[config.mk]
export PLATFORM = sky130hd
export DESIGN_NAME = uart_rx_fifo_stat
export DESIGN_NICKNAME = d
export VERILOG_FILES = /design/src/rtl/uart_rxq_pkg.sv /design/src/rtl/rxq_store.sv /design/src/rtl/rxq_tout.sv /design/src/rtl/uart_rx_fifo_stat.sv
export SDC_FILE = /design/constraint.sdc
export NUM_CORES = 1
export LEC_CHECK = 0
export BUFFER_PORTS_ARGS = -buffer_cell sky130_fd_sc_hd__buf_4
export CORE_AREA = 2 2 197 199
export CTS_CLUSTER_DIAMETER = 200
export DETAILED_ROUTE_END_ITERATION = 10
export DIE_AREA = 0 0 199 201
export PLACE_DENSITY_LB_ADDON = 0.08
export SYNTH_ARGS = -nofsm -noshare
export SYNTH_HDL_FRONTEND = slang
export SYNTH_SLANG_ARGS = --single-unit
[constraint.sdc]
create_clock -name clk -period 3 [get_ports clk]
set_clock_uncertainty 0.05 [all_clocks]
set_input_delay 0.6 -clock clk [delete_from_list [all_inputs] [get_ports clk]]
set_output_delay 0.6 -clock clk [all_outputs]
set_load 0.02 [all_outputs]
[src/rtl/uart_rxq_pkg.sv]
package uart_rxq_pkg;

    localparam int DATA_W = 8;

    typedef struct packed {
        logic              brk;
        logic              ferr;
        logic              perr;
        logic              ovr;
        logic [DATA_W-1:0] data;
    } rxq_entry_t;

    // Trigger level code to character count.
    function automatic int trig_level(input logic [1:0] code);
        case (code)
            2'b00:   return 1;
            2'b01:   return 4;
            2'b10:   return 8;
            default: return 12;
        endcase
    endfunction

endpackage

[src/rtl/rxq_store.sv]
module rxq_store
    import uart_rxq_pkg::*;
#(
    parameter int DEPTH = 16
) (
    input  logic                       clk,
    input  logic                       rst_n,
    input  logic                       flush,
    input  logic                       push,
    input  rxq_entry_t                 push_ent,
    input  logic                       pop,
    input  logic                       mark_ovr,
    output rxq_entry_t                 head,
    output logic [$clog2(DEPTH+1)-1:0] count
);
    localparam int AW = $clog2(DEPTH);
    localparam int CW = $clog2(DEPTH+1);

    typedef struct packed {
        logic [AW-1:0] wr;
        logic [AW-1:0] rd;
        logic [CW-1:0] cnt;
    } st_t;

    st_t        st_d, st_q;
    rxq_entry_t mem [DEPTH];

    function automatic logic [AW-1:0] bump(input logic [AW-1:0] p);
        return (int'(p) == DEPTH-1) ? '0 : p + 1'b1;
    endfunction

    always_comb begin
        st_d = st_q;
        if (flush) begin
            st_d = '0;
        end else begin
            if (push) st_d.wr = bump(st_q.wr);
            if (pop)  st_d.rd = bump(st_q.rd);
            case ({push, pop})
                2'b10:   st_d.cnt = st_q.cnt + 1'b1;
                2'b01:   st_d.cnt = st_q.cnt - 1'b1;
                default: st_d.cnt = st_q.cnt;
            endcase
        end
    end

    always_ff @(posedge clk or negedge rst_n) begin
        if (!rst_n) st_q <= '0;
        else        st_q <= st_d;
    end

    always_ff @(posedge clk) begin
        if (!flush && push)     mem[st_q.wr]     <= push_ent;
        if (!flush && mark_ovr) mem[st_q.rd].ovr <= 1'b1;
    end

    assign head  = mem[st_q.rd];
    assign count = st_q.cnt;
endmodule

[src/rtl/rxq_tout.sv]
module rxq_tout #(
    parameter int LIMIT = 40
) (
    input  logic clk,
    input  logic rst_n,
    input  logic restart,
    input  logic active,
    input  logic tick,
    output logic fire
);
    localparam int TW = $clog2(LIMIT+1);

    logic [TW-1:0] cnt_d, cnt_q;

    always_comb begin
        cnt_d = cnt_q;
        fire  = 1'b0;
        if (restart || !active) begin
            cnt_d = '0;
        end else if (tick && int'(cnt_q) < LIMIT) begin
            cnt_d = cnt_q + 1'b1;
            fire  = (int'(cnt_q) == LIMIT-1);
        end
    end

    always_ff @(posedge clk or negedge rst_n) begin
        if (!rst_n) cnt_q <= '0;
        else        cnt_q <= cnt_d;
    end
endmodule

[src/rtl/uart_rx_fifo_stat.sv]
module uart_rx_fifo_stat
    import uart_rxq_pkg::*;
#(
    parameter int DEPTH          = 16,
    parameter int TICKS_PER_CHAR = 10,
    parameter int TOUT_CHARS     = 4,
    parameter int RTS_W          = 4
) (
    input  logic                       clk,
    input  logic                       rst_n,
    input  logic                       rx_valid,
    input  logic [DATA_W-1:0]          rx_data,
    input  logic                       rx_brk,
    input  logic                       rx_ferr,
    input  logic                       rx_perr,
    input  logic                       pop,
    input  logic                       baud_tick,
    input  logic [1:0]                 trig_sel,
    input  logic                       rx_ie,
    input  logic                       clr_rdis,
    input  logic                       clr_tout,
    input  logic                       fifo_rst,
    input  logic                       rst_en,
    input  logic                       rts_we,
    input  logic [RTS_W-1:0]           rts_wdata,
    output logic [DATA_W-1:0]          head_data,
    output logic                       st_brk,
    output logic                       st_ferr,
    output logic                       st_perr,
    output logic                       st_ovr,
    output logic                       st_empty,
    output logic [$clog2(DEPTH+1)-1:0] fill_cnt,
    output logic                       st_rdis,
    output logic                       st_tout,
    output logic                       irq,
    output logic                       flow_go
);
    localparam int CW         = $clog2(DEPTH+1);
    localparam int TOUT_LIMIT = TICKS_PER_CHAR * TOUT_CHARS;
    localparam logic [RTS_W-1:0] RTS_RST = '1;

    typedef struct packed {
        logic             hold_vld;
        rxq_entry_t       hold;
        logic             rdis;
        logic             tout;
        logic [RTS_W-1:0] rts_lvl;
    } ctl_t;

    ctl_t       ctl_d, ctl_q;
    rxq_entry_t head, push_ent, new_ent;
    logic [CW-1:0] cnt;
    logic flush, push, do_pop, mark_ovr, full, empty, fire, level_hit;

    rxq_store #(.DEPTH(DEPTH)) u_store (
        .clk(clk), .rst_n(rst_n), .flush(flush), .push(push),
        .push_ent(push_ent), .pop(do_pop), .mark_ovr(mark_ovr),
        .head(head), .count(cnt)
    );

    rxq_tout #(.LIMIT(TOUT_LIMIT)) u_tout (
        .clk(clk), .rst_n(rst_n), .restart(flush | push | do_pop),
        .active(!empty), .tick(baud_tick), .fire(fire)
    );

    always_comb begin
        full      = (int'(cnt) == DEPTH);
        empty     = (cnt == '0);
        flush     = fifo_rst & rst_en;
        do_pop    = pop & !empty & !flush;
        level_hit = int'(cnt) >= trig_level(trig_sel);
        new_ent   = '{brk: rx_brk, ferr: rx_ferr, perr: rx_perr, ovr: 1'b0, data: rx_data};

        ctl_d    = ctl_q;
        push     = 1'b0;
        push_ent = new_ent;
        mark_ovr = 1'b0;

        if (flush) begin
            ctl_d.hold_vld = 1'b0;
        end else if (do_pop && ctl_q.hold_vld) begin
            push           = 1'b1;
            push_ent       = ctl_q.hold;
            ctl_d.hold_vld = rx_valid;
            ctl_d.hold     = new_ent;
        end else if (rx_valid) begin
            if (!full || do_pop) begin
                push = 1'b1;
            end else begin
                mark_ovr = 1'b1;
                if (!ctl_q.hold_vld) begin
                    ctl_d.hold_vld = 1'b1;
                    ctl_d.hold     = new_ent;
                end
            end
        end

        ctl_d.rdis = (ctl_q.rdis & !clr_rdis) | level_hit;
        ctl_d.tout = (ctl_q.tout & !clr_tout) | fire;
        if (rts_we) ctl_d.rts_lvl = rts_wdata;
    end

    always_ff @(posedge clk or negedge rst_n) begin
        if (!rst_n) begin
            ctl_q         <= '0;
            ctl_q.rts_lvl <= RTS_RST;
        end else begin
            ctl_q <= ctl_d;
        end
    end

    assign head_data = empty ? '0 : head.data;
    assign st_brk    = !empty & head.brk;
    assign st_ferr   = !empty & head.ferr;
    assign st_perr   = !empty & head.perr;
    assign st_ovr    = !empty & head.ovr;
    assign st_empty  = empty;
    assign fill_cnt  = cnt;
    assign st_rdis   = ctl_q.rdis;
    assign st_tout   = ctl_q.tout;
    assign irq       = rx_ie & (ctl_q.rdis | ctl_q.tout);
    assign flow_go   = int'(cnt) < int'(ctl_q.rts_lvl);
endmodule

Word-level counts from Yosys, hierarchy flattened
Memory sizes are Yosys's and may differ from the RTL's.
Index checks and enable logic that the tools add are counted.
- memories kept: 1
- output and inout port bits: 22
- input bits: 28
- flip-flop bits (word level): 38
- bits in writable memories: 192
- mux-type cells: 34
- eq/ne operators: 11
- bitwise operators: 16
- $lt $le $gt $ge: 3
- add/sub/neg operators: 5
- reduce and logical (&&, ||, !) cells: 22
- memories (memory ; words ; bits a word ; read ports ; clocked after Yosys merged registers in ; write ports ; RTL line ; RTL):
    u_store.mem ; 16 ; 12 ; 1 ; 0 ; 1 ; rxq_store.sv:26 ; rxq_entry_t mem [DEPTH];
- operators with widths (kind ; count):
    $mux 13 ; 4
    $mux 12 ; 4
    $ge 6x32->1 ; 1
    $mux 4 ; 5
    $mux 1 ; 15
    $mux 6 ; 2
    $pmux 4 s3 ; 1
    $reduce_or 12->1 ; 1
    $and 1x1->1 ; 10
    $pmux 5 s2 ; 1
    $add 4x1->4 const B ; 2
    $eq 4x1->1 const B ; 2
    $mux 8 ; 1
    $reduce_bool 2->1 ; 4
    $add 6x1->6 const B ; 1
    $eq 6x6->1 const B ; 1
    $lt 6x6->1 const B ; 1
    $reduce_bool 3->1 ; 2
    $add 5x1->5 const B ; 1
    $eq 5x5->1 const B ; 1
    $logic_not 1->1 ; 5
    $logic_not 5->1 ; 1
    $lt 5x4->1 ; 1
    $or 1x1->1 ; 5
    other kinds (13) ; 19

Depth between registers and ports, before layout
- depth in word-level cells: 14
- depth in mapped cells: 9
- gate-level depth less buffers: 8

Hierarchy
From an unflattened synthesis, not the netlist that was laid out.
- cell total of the unflattened synthesis: 630
- area total of the unflattened synthesis: 9983.3 µm²
- modules (own cells, without submodules) (module ; sequential area each (µm²) ; cells an instance ; area an instance (µm²) ; times used):
    rxq_store ; 5930.7 ; 485 ; 8449.4 ; 1
    uart_rx_fifo_stat ; 455.4 ; 111 ; 1214.9 ; 1
    rxq_tout ; 150.1 ; 34 ; 319.1 ; 1

Worst setup path before layout
OpenSTA, ideal clock, no wires.
- path kind: flip-flop to output port
- from: register u_store.st_q[5] (netlist bit)
- to: output port head_data[0]
- cell stages (with the launch flop): 6
- setup slack: 0.166 ns
- required time: 2.350 ns
- arrival: 2.184 ns
- buffers on the path: 2
- cells stage by stage: dfrtp_1 clkbuf_1 buf_2 mux4_2 mux4_2 nor2b_1
- word-level cells in the longest chain between the ends: 2
- ends and longest elaborated chain (element ; RTL line ; RTL):
    start: declaration ; rxq_store.sv:25 ; st_t st_d, st_q;
    start signal: assignment ; rxq_store.sv:49 ; else st_q <= st_d;
    $mem_v2 16x12 ; -- ;
    $mux 8 ; uart_rx_fifo_stat.sv:112 ; assign head_data = empty ? '0 : head.data;
    end: declaration ; uart_rx_fifo_stat.sv:26 ; output logic [DATA_W-1:0] head_data,
No other way between the ends.

Worst setup path after layout
- from: register u_store.st_q[5] (netlist bit)
- to: output port st_ferr
- word-level cells in the longest chain between the ends: 2
- ends and longest elaborated chain (element ; RTL line ; RTL):
    $mem_v2 16x12 ; -- ;
    $and 1x1->1 ; uart_rx_fifo_stat.sv:114 ; assign st_ferr = !empty & head.ferr;
    end: declaration ; uart_rx_fifo_stat.sv:28 ; output logic st_ferr,
No other way between the ends.

==> impl_metrics.toml <==
[timing]
min_period_ns = 3.23
hold_ws_ns = -0.00104
max-slew-margin-rel_pct = 35.3
period_share_pct = 108
layout_setup_ws_ns = -0.232
setup_viol = 12
slew_viol_final = 0
hold_viol = 1
max_freq_ghz = 0.309
rsz0062_at_grt = "true"
worst_pin_slew_ns = 0.967

[drt]
firstDrtPassIters = 5
drtIter0Drc = 309
drc = 0
via_per_inst = 4.44
wl_mm = 25.4
vias = 5403
wire_per_inst_um = 20.9
ant_nets = 0

[final_layout]
diodes = 0
fin_area_um2 = 12400
drive_gt1_share_pct = 37.6
fin_cells = 1217
layout.nets = 716
area_growth_pct = 26.9

[power_and_ir_drop]
internal_power_mw = 7.62
vdd_drop_max_mv = 0.413
leakagePower_nw = 4.42
clkPwrFrac_pct = 31.5
pwr-share-comb_pct = 32.4
switchingPower_mw = 3.18
pwr-share-seq_pct = 36.2
power_mw = 10.8
power_switching_share_pct = 29.4
p_per_area_nw_per_um2 = 870

[place]
place_area_um2 = 11200
post-place-cells = 1156
portBuffers = 49
dp_hpwl_mm = 17.2
gp_congestion = 0.754

[critical_path]
cp_max_fo = 5
critical_path_class = "flip-flop to output port"
start_kind = "flip-flop"
worstRegToRegCells = 6
rrSetupSlack_ns = 0.09
crit_arrival_ns = 2.58
endpoint_kind = "output port"
required_ns = 2.35
worstReg2RegStart = "u_store.count[0]"
r2r-end = "u_store.mem[8][10]"

[clocking]
cts_tree = "done"
clockBufferDepth = 3
cts_root_buffer = "clkbuf_16"
cts_sinks = 229
htreeDepth = 1
clk_pin_slew_worst_paths_ns = 0.06
cts_buffers = 29
cts_hold_buf = 0
clk_latency_ns = 0.53

[yosys]
syn_nets = 602
yosysUniqueCellTypes = 55
synth_edf_count = 192
yosysMostFrequentCell = "edfxtp_1"
syn_area_um2 = 9780
synthFlopType = "edfxtp_1"
synth.yosys.seq_area_share_pct = 68.4
async_flop_share_pct = 16.2
synthTopCellsByArea = "edfxtp_1 59%, mux4_2 14%, dfrtp_1 8.4%, nor2_1 2.4%, mux2i_1 1.7%"
yosys_warnings = 0
synth_top_area_share_pct = 58.9
synthCells = 564
synth.ff_latch_count = 229
synth_area_per_cell_um2 = 17.3
yosysTopAreaCell = "edfxtp_1"
synth_common_cells = "192 x edfxtp_1, 63 x nor2_1, 60 x mux4_2"

[floorplanning]
dieWidth_um = 199
initial_core_util_pct = 25.7
design.portCount = 50
dieArea_um2 = 40000
core_um2 = 38100
die_height_um = 201
rows = 72

[status]
status = "finished with violations"
violations = "negative hold slack, negative setup slack"

[global_route]
grt_pass1_vias = 5895
track_usage_pct = 13.0
grt-ovfl-total = 0
grt_pass1_wl_mm = 38.1
grt_start_max_net_pins = 38
antenna_found_initial = 0

[min_path]
hp-class = "input port to asynchronous set/reset pin"

[job]
cap_violations = 0
==> per-layer routing <==
metal	vias up	track usage (%)	share of wire [%]	routed length, um
met5	-	0	0	0
met3	27	1.95	4.4	1120
li1	2446	-	-	-
met1	2805	16.8	42	10700
met2	125	22.7	52	13200
met4	0	3.04	1.5	393
==> worst max-delay path, stage by stage, from the launching register on <==
cell	delay [ns]
dfrtp_4	0.44
buf_6	0.16
buf_12	0.13
mux4_2	0.51
mux4_2	0.48
nor2b_2	0.19
buf_6	0.14
==> cells by family after synthesis <==
group,after synthesis,synth area share [%]
fa+ha+maj,10,1.28
buf+inv,44,2.30
mux,89,16.9
flops,229,68.4
compound gates,52,3.77
simple gates,132,6.56
xor+xnor,8,0.716
==> how the worst max path moves through the flow <==
stage | from | endpoint | cells after the start
CTS | u_store.st_q[5] | head_data[2] | 6
finish | u_store.st_q[5] | st_ferr | 6
floorplan | u_store.st_q[5] | head_data[0] | 5
detailed placement | u_store.count[0] | u_store.mem[2][6] | 6
global placement | u_store.count[0] | u_store.mem[9][9] | 6
global route | u_store.st_q[5] | st_ovr | 6
==> sequential cells by signal, summed over array words and instances (netlist names) <==
signal and flops:
u_tout.cnt_q 6, ctl_q 16, u_store.st_q 8, st_rdis 1
st_tout 1, u_store.count 5, u_store.mem 192
==> power by group through the flow <==
stage	Combinational [mW]	Sequential (mW)	Clock (mW)
finish	3.50	3.91	3.40
global route	3.76	3.94	3.63
CTS	3.58	3.91	3.50
detailed placement	3.04	4.01	0
global placement	3.02	4.00	0
floorplan	1.95	3.94	0
==> cell usage in the layout (no fill, tap or decap), types with 13 or more instances in the layout <==
cell	Yosys	layout
edfxtp_1	192	192
buf_4	7	89
mux4_2	60	60
nor2_1	63	58
dfrtp_1	33	31
clkbuf_16	0	29
nand2_1	19	19
mux2i_1	17	17
o21ai_0	13	13
==> stage by stage <==
| step | util (%) | setup WS, ns | TNS (ns) | hold WS, ns |
|---|---|---|---|---|
| 2_1_floorplan | - | 0.166 | 0 | 0.254 |
| 3_3_place_gp | 29.3 | 0.159 | 0 | 0.441 |
| 3_5_place_dp | 29.3 | 0.105 | 0 | 0.444 |
| 4_1_cts | 32.5 | -0.275 | -3.14 | 0.000193 |
| 5_1_grt | 32.6 | -0.304 | -3.41 | 0.0179 |
| 6_report | 32.6 | -0.232 | -2.49 | -0.00104 |
==> layout make-up <==
class	count	area, um2
fill	3668	25700
clock buffer	40	797
tap	518	648
sequential	229	6700
clock inverter	12	141
multi-input combinational	291	2950
timing repair buffer	117	1140
inverter	10	37.5
==> repair_timing <==
item / in CTS / in global routing
endpoints found under the setup margin: 12 / 77
gates resized for setup: 40 / 5
gates cloned: 3 / 0
setup buffers: 4 / 2
Power figures use the tool's default switching activity.
